--- config.mk ---
export PLATFORM = sky130hd
export DESIGN_NAME = sc_core
export DESIGN_NICKNAME = d
export VERILOG_FILES = /design/src/rtl/sc_core_pkg.sv /design/src/rtl/sc_decode.sv /design/src/rtl/sc_alu.sv /design/src/rtl/sc_regfile.sv /design/src/rtl/sc_dmem.sv /design/src/rtl/sc_core.sv
export SDC_FILE = /design/constraint.sdc
export NUM_CORES = 2
export LEC_CHECK = 0
export BUFFER_PORTS_ARGS = -buffer_cell sky130_fd_sc_hd__buf_2
export CAP_MARGIN = 25
export CORE_MARGIN = 2
export CORE_UTILIZATION = 50
export CTS_BUF_LIST = sky130_fd_sc_hd__clkbuf_4
export CTS_CLUSTER_SIZE = 24
export DETAILED_ROUTE_END_ITERATION = 8
export HOLD_SLACK_MARGIN = 0.06
export PLACE_DENSITY_LB_ADDON = 0.25
export SLEW_MARGIN = 20
export SYNTH_ARGS = -nofsm -noshare
export SYNTH_HDL_FRONTEND = slang
export SYNTH_HIERARCHICAL = 1
export SYNTH_SLANG_ARGS = --single-unit
--- constraint.sdc ---
create_clock -name clk -period 6.2 [get_ports clk]
set_input_delay 0 -clock clk [delete_from_list [all_inputs] [get_ports clk]]
set_output_delay 0 -clock clk [all_outputs]
set_load 0.05 [all_outputs]
--- src/rtl/sc_core_pkg.sv ---
package sc_core_pkg;
  localparam int INSTR_W = 16;
  localparam int RIDX_W  = 4;
  localparam int IMM_W   = 8;

  typedef enum logic [2:0] {
    OP_LDI  = 3'b000,
    OP_LDPC = 3'b001,
    OP_ALU0 = 3'b010,
    OP_ALU1 = 3'b011,
    OP_JZ   = 3'b100,
    OP_LD   = 3'b101,
    OP_ST   = 3'b110,
    OP_HALT = 3'b111
  } opcode_e;

  typedef enum logic [1:0] {FN_ADD, FN_SUB, FN_AND, FN_XOR} alu_fn_e;
  typedef enum logic [1:0] {WB_IMM, WB_PC, WB_ALU, WB_MEM} wb_sel_e;

  typedef struct packed {
    logic [RIDX_W-1:0] rd;
    logic [RIDX_W-1:0] rs1;
    logic [RIDX_W-1:0] rs2;
    logic [IMM_W-1:0]  imm;
    alu_fn_e           fn;
    wb_sel_e           wb;
    logic              reg_wr;
    logic              mem_wr;
    logic              is_jz;
    logic              is_halt;
  } ctrl_t;
endpackage

--- src/rtl/sc_decode.sv ---
module sc_decode
  import sc_core_pkg::*;
(
  input  logic [INSTR_W-1:0] instr,
  output ctrl_t              ctrl
);
  opcode_e op;

  always_comb begin
    op           = opcode_e'(instr[15:13]);
    ctrl.rd      = instr[12:9];
    ctrl.rs1     = instr[8:5];
    ctrl.rs2     = instr[4:1];
    ctrl.imm     = instr[7:0];
    ctrl.fn      = alu_fn_e'({instr[13], instr[0]});
    ctrl.wb      = WB_ALU;
    ctrl.reg_wr  = 1'b0;
    ctrl.mem_wr  = 1'b0;
    ctrl.is_jz   = 1'b0;
    ctrl.is_halt = 1'b0;
    case (op)
      OP_LDI:           begin ctrl.reg_wr = 1'b1; ctrl.wb = WB_IMM; end
      OP_LDPC:          begin ctrl.reg_wr = 1'b1; ctrl.wb = WB_PC;  end
      OP_ALU0, OP_ALU1: begin ctrl.reg_wr = 1'b1; ctrl.wb = WB_ALU; end
      OP_JZ:            ctrl.is_jz   = 1'b1;
      OP_LD:            begin ctrl.reg_wr = 1'b1; ctrl.wb = WB_MEM; end
      OP_ST:            ctrl.mem_wr  = 1'b1;
      default:          ctrl.is_halt = 1'b1;
    endcase
  end

  // at most one kind of effect per instruction
  always_comb begin
    one_effect_chk: assert ($onehot0({ctrl.reg_wr, ctrl.mem_wr, ctrl.is_jz, ctrl.is_halt}));
  end
endmodule

--- src/rtl/sc_alu.sv ---
module sc_alu
  import sc_core_pkg::*;
#(
  parameter int DATA_W = 16
) (
  input  logic [DATA_W-1:0] a,
  input  logic [DATA_W-1:0] b,
  input  alu_fn_e           fn,
  output logic [DATA_W-1:0] y
);
  always_comb begin
    case (fn)
      FN_ADD:  y = a + b;
      FN_SUB:  y = a - b;
      FN_AND:  y = a & b;
      default: y = a ^ b;
    endcase
  end
endmodule

--- src/rtl/sc_regfile.sv ---
module sc_regfile #(
  parameter int DATA_W = 16,
  parameter int IDX_W  = 4
) (
  input  logic              clk,
  input  logic              rst_n,
  input  logic              we,
  input  logic [IDX_W-1:0]  waddr,
  input  logic [DATA_W-1:0] wdata,
  input  logic [IDX_W-1:0]  raddr_a,
  output logic [DATA_W-1:0] rdata_a,
  input  logic [IDX_W-1:0]  raddr_b,
  output logic [DATA_W-1:0] rdata_b
);
  localparam int NREG = 1 << IDX_W;

  logic [DATA_W-1:0] regs [NREG];

  for (genvar g = 0; g < NREG; g++) begin : g_reg
    always_ff @(posedge clk or negedge rst_n) begin
      if (!rst_n)                          regs[g] <= '0;
      else if (we && waddr == IDX_W'(g))   regs[g] <= wdata;
    end
  end

  assign rdata_a = regs[raddr_a];
  assign rdata_b = regs[raddr_b];


  rf_commit_chk: assert property (@(posedge clk) disable iff (!rst_n)
    we |=> regs[$past(waddr)] == $past(wdata));
endmodule

--- src/rtl/sc_dmem.sv ---
module sc_dmem #(
  parameter int DATA_W = 16,
  parameter int ADDR_W = 5
) (
  input  logic              clk,
  input  logic              rst_n,
  input  logic              we,
  input  logic [ADDR_W-1:0] addr,
  input  logic [DATA_W-1:0] wdata,
  output logic [DATA_W-1:0] rdata
);
  localparam int DEPTH = 1 << ADDR_W;

  logic [DATA_W-1:0] mem [DEPTH];

  for (genvar g = 0; g < DEPTH; g++) begin : g_word
    always_ff @(posedge clk or negedge rst_n) begin
      if (!rst_n)                        mem[g] <= '0;
      else if (we && addr == ADDR_W'(g)) mem[g] <= wdata;
    end
  end

  assign rdata = mem[addr];


  st_commit_chk: assert property (@(posedge clk) disable iff (!rst_n)
    we |=> mem[$past(addr)] == $past(wdata));
endmodule

--- src/rtl/sc_core.sv ---
module sc_core
  import sc_core_pkg::*;
#(
  parameter int DATA_W = 16,
  parameter int PC_W   = 8,
  parameter int DM_AW  = 5
) (
  input  logic                clk,
  input  logic                rst_n,
  input  logic [15:0]         instr,
  output logic [PC_W-1:0]     pc,
  output logic                halted,
  output logic                rf_we,
  output logic [3:0]          rf_waddr,
  output logic [DATA_W-1:0]   rf_wdata,
  output logic                dm_we,
  output logic [DM_AW-1:0]    dm_addr,
  output logic [DATA_W-1:0]   dm_wdata
);
  localparam logic [PC_W-1:0] PC_ONE = PC_W'(1);

  ctrl_t             ctrl;
  logic [PC_W-1:0]   pc_q, pc_d, pc_inc;
  logic [DATA_W-1:0] a_val, b_val, alu_y, ld_val, wb_val;
  logic              a_zero;

  sc_decode u_dec (.instr(instr), .ctrl(ctrl));

  sc_regfile #(.DATA_W(DATA_W), .IDX_W(RIDX_W)) u_rf (
    .clk(clk), .rst_n(rst_n),
    .we(ctrl.reg_wr), .waddr(ctrl.rd), .wdata(wb_val),
    .raddr_a(ctrl.rs1), .rdata_a(a_val),
    .raddr_b(ctrl.rs2), .rdata_b(b_val)
  );

  sc_alu #(.DATA_W(DATA_W)) u_alu (.a(a_val), .b(b_val), .fn(ctrl.fn), .y(alu_y));

  sc_dmem #(.DATA_W(DATA_W), .ADDR_W(DM_AW)) u_dm (
    .clk(clk), .rst_n(rst_n),
    .we(ctrl.mem_wr), .addr(a_val[DM_AW-1:0]), .wdata(b_val), .rdata(ld_val)
  );

  always_comb begin
    case (ctrl.wb)
      WB_IMM:  wb_val = DATA_W'(ctrl.imm);
      WB_PC:   wb_val = DATA_W'(pc_q);
      WB_ALU:  wb_val = alu_y;
      default: wb_val = ld_val;
    endcase
  end

  assign a_zero = (a_val == '0);
  assign pc_inc = pc_q + PC_ONE;

  always_comb begin
    if (ctrl.is_halt)               pc_d = pc_q;
    else if (ctrl.is_jz && a_zero)  pc_d = b_val[PC_W-1:0];
    else                            pc_d = pc_inc;
  end

  always_ff @(posedge clk or negedge rst_n) begin
    if (!rst_n) pc_q <= '0;
    else        pc_q <= pc_d;
  end

  assign pc       = pc_q;
  assign halted   = ctrl.is_halt;
  assign rf_we    = ctrl.reg_wr;
  assign rf_waddr = ctrl.rd;
  assign rf_wdata = wb_val;
  assign dm_we    = ctrl.mem_wr;
  assign dm_addr  = a_val[DM_AW-1:0];
  assign dm_wdata = b_val;


  pc_step_chk: assert property (@(posedge clk) disable iff (!rst_n)
    (!ctrl.is_jz && !halted) |=> pc == $past(pc) + PC_ONE);


  jz_fall_chk: assert property (@(posedge clk) disable iff (!rst_n)
    (ctrl.is_jz && a_val != '0) |=> pc == $past(pc) + PC_ONE);


  jz_take_chk: assert property (@(posedge clk) disable iff (!rst_n)
    (ctrl.is_jz && a_val == '0) |=> pc == $past(b_val[PC_W-1:0]));


  halt_hold_chk: assert property (@(posedge clk) disable iff (!rst_n)
    halted |=> $stable(pc));


  halt_quiet_chk: assert property (@(posedge clk) disable iff (!rst_n)
    halted |-> (!rf_we && !dm_we));
endmodule

==> Word level (Yosys, flattened, before mapping) <==
Index checks and enable logic that the tools add are counted.
{ "totals": {"ff_bits": 776, "out_inout_bits": 52, "word_cells": 189, "in_bits": 18} }
{ "op_classes": {"bitwise_logic": 5, "order_cmp": 3, "addsub": 3, "reduce_logical": 57, "muxes": 16, "eq_ne": 56} }
{ "op_table": {"columns": ["cell", "n"], "rows": [
  ["$bmux 16 s4", 2],
  ["$mux 16", 6],
  ["$pmux 16 s3", 2],
  ["$bmux 16 s5", 1],
  ["$eq 5x5->1 const B", 16],
  ["$logic_and 1x1->1", 49],
  ["$eq 5x4->1 const B", 8],
  ["$eq 4x4->1 const B", 8],
  ["$eq 5x3->1 const B", 4],
  ["$add 16x16->16", 1],
  ["$and 16x16->16", 1],
  ["$eq 4x3->1 const B", 4],
  ["$logic_not 16->1", 1],
  ["$sub 16x16->16", 1],
  ["$xor 16x16->16", 1],
  ["$pmux 3 s4", 1],
  ["$eq 5x2->1 const B", 2],
  ["$ge 5x5->1 const B", 2],
  ["$not 4->5", 2],
  ["$eq 3x3->1 const B", 3],
  ["$add 8x1->8 const B", 1],
  ["$eq 4x2->1 const B", 2],
  ["$mux 8", 1],
  ["$reduce_or 7->1", 1],
  ["14 further kinds", 20]
]} }

==> Logic depth before layout (Yosys ltp) <==
{ "logic_depth": {"word_depth": 9, "mapped_depth": 22, "depth_no_buf": 18} }

==> Modules after synthesis <==
Netlist, hierarchy kept.
{ "modules_own_cells": {"columns": ["mod", "area_each_um2", "cells_per_inst", "seq_area_each_um2", "instances"], "rows": [
  ["sc_dmem", 23410.0, 1561, 12812.3, 1],
  ["sc_regfile", 13304.0, 848, 6406.1, 1],
  ["sc_alu", 1565.3, 211, 0.0, 1],
  ["sc_core", 973.4, 101, 200.2, 1],
  ["sc_decode", 206.4, 29, 0.0, 1]
]} }

==> Least setup slack after synthesis <==
Ideal clock, no wire load.
{ "synth_timing": {"path_type": "input to register", "start": "input instr[1]", "end": "register u_rf/regs[143] (netlist name)", "path_stages": 20, "path_slack_ps": 780, "setup_ps": 65, "n_path_buf": 4, "arrival_time_ps": 5355, "t_required_ps": 6135, "path_cell_list": "buf_4 -> buf_2 -> buf_2 -> mux4_2 -> a22oi_1 -> nand2_1 -> or4_4 -> nor3_1 -> a21oi_1 -> xnor2_1 -> ha_1 -> a21o_1 -> a21oi_1 -> o21bai_1 -> o21a_1 -> o31ai_2 -> mux2i_1 -> nor2b_1 -> clkbuf_1 -> mux2_2"} }
{ "synth_between": {"elab_chain_len": 7, "word_cells_on_any_way": 10, "classes_between": "add/sub: 2; mux: 5; bitwise: 3"} }
{ "synth_rtl": {"columns": ["element", "line_no", "source"], "rows": [
  ["start, declared", "sc_core.sv:10", "input logic [15:0] instr,"],
  ["$not 4->5 (not written as such) (*)", "sc_regfile.sv:27", "assign rdata_b = regs[raddr_b];"],
  ["$bmux 16 s4 (*)", "sc_regfile.sv:27", null],
  ["$mux 16 (not written as such) (*) (2 in series)", "sc_regfile.sv:27", null],
  ["named net dm_wdata[6]", "sc_core.sv:18", "output logic [DATA_W-1:0] dm_wdata"],
  ["$sub 16x16->16 / $add 16x16->16 (equally long branches)", "sc_alu.sv:14, sc_alu.sv:13", null],
  ["$pmux 16 s3 (*)", "sc_alu.sv:12", "case (fn)"],
  ["named net alu_y[15]", "sc_core.sv:24", "logic [DATA_W-1:0] a_val, b_val, alu_y, ld_val, wb_val;"],
  ["$pmux 16 s3 (*)", "sc_core.sv:44", "case (ctrl.wb)"],
  ["named net rf_wdata[15]", "sc_core.sv:15", "output logic [DATA_W-1:0] rf_wdata,"],
  ["end signal, assigned by index", "sc_regfile.sv:22", "else if (we && waddr == IDX_W'(g)) regs[g] <= wdata;"],
  ["end, declared", "sc_regfile.sv:17", "logic [DATA_W-1:0] regs [NREG];"]
]} }
Mark *: on every way through the listed nets, which the timed path passes. The rest lies on a longest branch. The select of a mux whose other input is x is not followed.
A chain may end at the register's enable or synchronous reset.

==> Final worst setup path <==
{ "layout_timing": {"start": "register u_rf/regs[68] (netlist name)", "end": "output rf_wdata[12]"} }
{ "layout_between": {"word_cells_on_any_way": 14, "classes_between": "add/sub: 2; mux: 11; bitwise: 1"} }
{ "layout_lines": {"columns": ["element", "line_no"], "rows": [
  ["$bmux 16 s4 (on tied branches)", "sc_regfile.sv:26, sc_regfile.sv:27"],
  ["$mux 16 (on tied branches) (2 in series)", "sc_regfile.sv:26, sc_regfile.sv:27"],
  ["$sub 16x16->16 / $add 16x16->16 (equally long branches)", "sc_alu.sv:14, sc_alu.sv:13"],
  ["$pmux 16 s3 (*)", "sc_alu.sv:12"],
  ["named net alu_y[12]", "sc_core.sv:24"],
  ["$pmux 16 s3 (*)", "sc_core.sv:44"],
  ["end, declared", "sc_core.sv:15"]
]} }
Marked as above.

==> metrics.md <==
| Metric | Value |
|---|---|
| Core Region | `78600 um2` |
| Die area | `81200 um2` |
| Worst Path Required | `6.20 ns` |
| Clk_skew | `0.107 ns` |
| Reg-to-Reg Start | `u_rf/regs[83]` |
| Critical path class | `register to primary output` |
| Initial core utilization | `50.2%` |
| Via count | `about 26000` |
| Longest Clk Path Bufs | `3` |
| Hold Fails Final Rpt | `0` |
| Final Critical Period | `5.88 ns` |
| Post-Syn Area | `~39000 um2` |
| Syn Nets | `around 2800` |
| Largest net degree at the start of global routing | `165` |
| Nets@finish | `between 2000 and 3000` |
| Max Cap Violations | `0` |
| # H-tree levels | `4` |
| Initial drt markers | `2257` |
| Area Overhead vs Synth | `11.0%` |
| Share of layout cells above drive strength 1 | `between 40% and 50%` |
| Power, Total | `between 15000 and 20000 uW` |
| Avg WL per Cell | `around 27 um` |
| Avg Vias per Cell | `6.31` |
| Post-DP HPWL | `69.2 mm` |
| First-pass GRT wire length | `169 mm` |
| Post-synth EDFFs | `0` |
| Clk sink count | `776` |
| Post-CTS Setup Repair Bufs | `0` |
| DP Area | `approximately 41000 um2` |
| Post-route ant nets | `0` |
| Worst hold path type | `input port to async pin` |
| Peak VDD IR | `0.227 mV` |
| Post-route insts no fill | `4103` |
| Fmax | `about 0.17 GHz` |
| Worst slew margin | `~29%` |
| Grt total ovfl | `0` |
| Initial antenna violation count | `3` |
| Io pins | `70` |
| CTS tree | `yes` |
| DR pass1 iterations | `5` |
| Num CTS Buffers | `203` |
| WHS | `between 0.15 and 0.2 ns` |
| PwrDens | `442 nW/um2` |
| Gate Count Post-Synth | `~2800` |
| Pins over their slew limit | `0` |
| Cell count after placement | `approximately 3700` |
| Top FF cell, synth | `dfrtp_1` |
| Crit start category | `register` |
| Die height | `285 um` |
| Type of destination of the critical path | `primary output` |
| Worst Path Max Fanout | `17` |
| P_leak | `slightly above 0.02 uW` |
| Reg2Reg Setup Slack | `0.76 ns` |
| Final setup fails | `0` |
| Worst slew pin tran | `~1.1 ns` |
| Warnings, synthesis | `6` |
| Sequential share of the synthesized area | `around half` |
| Final WL | `111 mm` |
| Die width | `285 um` |
| Placer's final routability congestion estimate | `approximately 0.91` |
| Vias in the first global route | `between 20000 and 30000` |
| Skew-Pair Late Insertion Delay | `1.09 ns` |
| Final core occ | `55.7%` |
| Status | `finished clean` |
| Clk pin slew, worst setup/hold paths | `0.07 ns` |
| Placement row count | `103` |
| Fill count | `6411` |
| Tot GR Track Use | `between 20% and 30%` |
| CP Data Arrival Time | `slightly below 6 ns` |
| Cell variety after synth | `69` |
| RR Endpoint | `u_rf/regs[36]` |
| Syn Area/Cell | `14.3 um2` |
| DRC Markers | `0` |
| Post-synth ARST share | `100%` |
| Input/output buffers | `69` |
| R2R cell count | `12` |
| Seq cells post-synth | `776` |
| Tcrit/Tclk final | `94.8%` |
| Post-Layout Inst Area | `approximately 44000 um2` |
| Clk root buf | `clkbuf_4` |
[worst max-delay path, stage by stage, from the launching register on]
cell and delay [ns]:
dfrtp_1 0.39, mux4_2 0.47, a22oi_1 0.25, nand2_2 0.12
nor4_2 0.54, and3_1 0.36, a21oi_1 0.12, xnor2_1 0.18
ha_1 0.37, a21oi_1 0.20, o21ai_0 0.17, or3_1 0.33
o22ai_1 0.17, xor2_1 0.10, mux2i_1 0.15, mux2i_1 0.09
nor2b_1 0.20, buf_4 0.24, buf_2 0.32
[metal layers]
layer	GRT usage [%]	part of all wire, %	vias up
li1	-	-	10800
met1	38.2	43	13800
met3	6.58	7.6	221
met2	43.2	47	1084
met5	0	0	-
met4	9.55	2.9	0
[power by group]
group	total, uW	internal (uW)	switching, uW
logic	7900	3230	4680
clock network	4360	2230	2130
registers	7110	6280	829
total	19400	11700	7640
[layout by cell type, fill, tap and decap left out, types with 16 or more instances in the layout]
cell type	Yosys	final
nand2b_1	16	16
nor2_2	13	20
inv_1	17	17
buf_2	94	66
mux2i_1	128	128
o21ai_0	20	20
nand2_1	82	75
clkbuf_4	0	302
xnor2_1	22	22
a21oi_1	31	31
nor2_1	50	42
dfrtp_1	776	776
mux2_2	717	717
ha_1	33	33
a22oi_1	78	78
clkinv_1	0	27
mux4_2	209	209
dlygate4sd3_1	0	21
nor2b_1	20	20
mux2_1	73	73
o22ai_1	40	40
buf_4	33	106
[what timing repair did]
item	CTS	global route
setup endpoints to repair	0	3
gates resized for setup	0	1
hold endpoints to repair	1121	0
hold buffers	23	0
[area by class of cell]
cell class / count / area (um2) / share of cell area [%]
Antenna cell: 5 / 12.5 / 0.0286
Clock buffer: 302 / 2270 / 5.18
Timing Repair Buffer: 212 / 1680 / 3.84
Clock inverter: 45 / 260 / 0.594
Inverter: 17 / 63.8 / 0.146
Sequential cell: 776 / 19400 / 44.3
Multi-Input combinational cell: 1696 / 18800 / 42.9
Tap cell: 1050 / 1310 / 3.00
[synthesized netlist by cell type, drive strengths merged (16+ instances only)]
master / instances / area (um2)
o22ai: 40 / 250
ha: 33 / 413
buf: 143 / 816
mux2: 790 / 8900
a21oi: 31 / 155
dfrtp: 776 / 19400
inv: 17 / 63.8
nor2b: 20 / 125
clkbuf: 118 / 443
nor2: 63 / 269
mux2i: 128 / 1280
o21ai: 21 / 105
xnor2: 22 / 193
nand2b: 16 / 100
mux4: 209 / 4710
nand2: 82 / 308
a22oi: 78 / 586
[stage by stage]
stage               TNS, ns  setup slack [ns]
finish                    0             0.320
global route        -0.0355           -0.0355
CTS                       0             0.110
detailed placement        0              1.00
global placement          0              1.04
floorplan                 0             0.780
[worst max path at each step]
stage / from / slack [ns] / cells after the start / to
floorplan: instr[1] / 0.78 / 20 / u_rf/regs[143]
global placement: instr[1] / 1.04 / 20 / u_rf/regs[124]
detailed placement: instr[1] / 1.00 / 20 / u_rf/regs[60]
CTS: u_rf/regs[68] / 0.11 / 18 / rf_wdata[12]
global route: u_rf/regs[116] / -0.04 / 18 / rf_wdata[12]
finish: u_rf/regs[68] / 0.32 / 18 / rf_wdata[12]
[registers in the layout, indices dropped and copies added (netlist names)]
register,cells
pc,8
u_rf/regs,256
u_dm/mem,512
[cells by family after synthesis]
kind of cell	count (synthesis)	synth area share (%)
DFF	776	49.2
xor gates and xnor gates	24	0.533
AOI/OAI and AO/OA	252	4.45
buffers and inverters	278	3.35
muxes	1127	37.7
and+or+nand+nor	259	3.64
adders and majority gates	34	1.10
No activity file was read; power rests on OpenSTA's default activity.
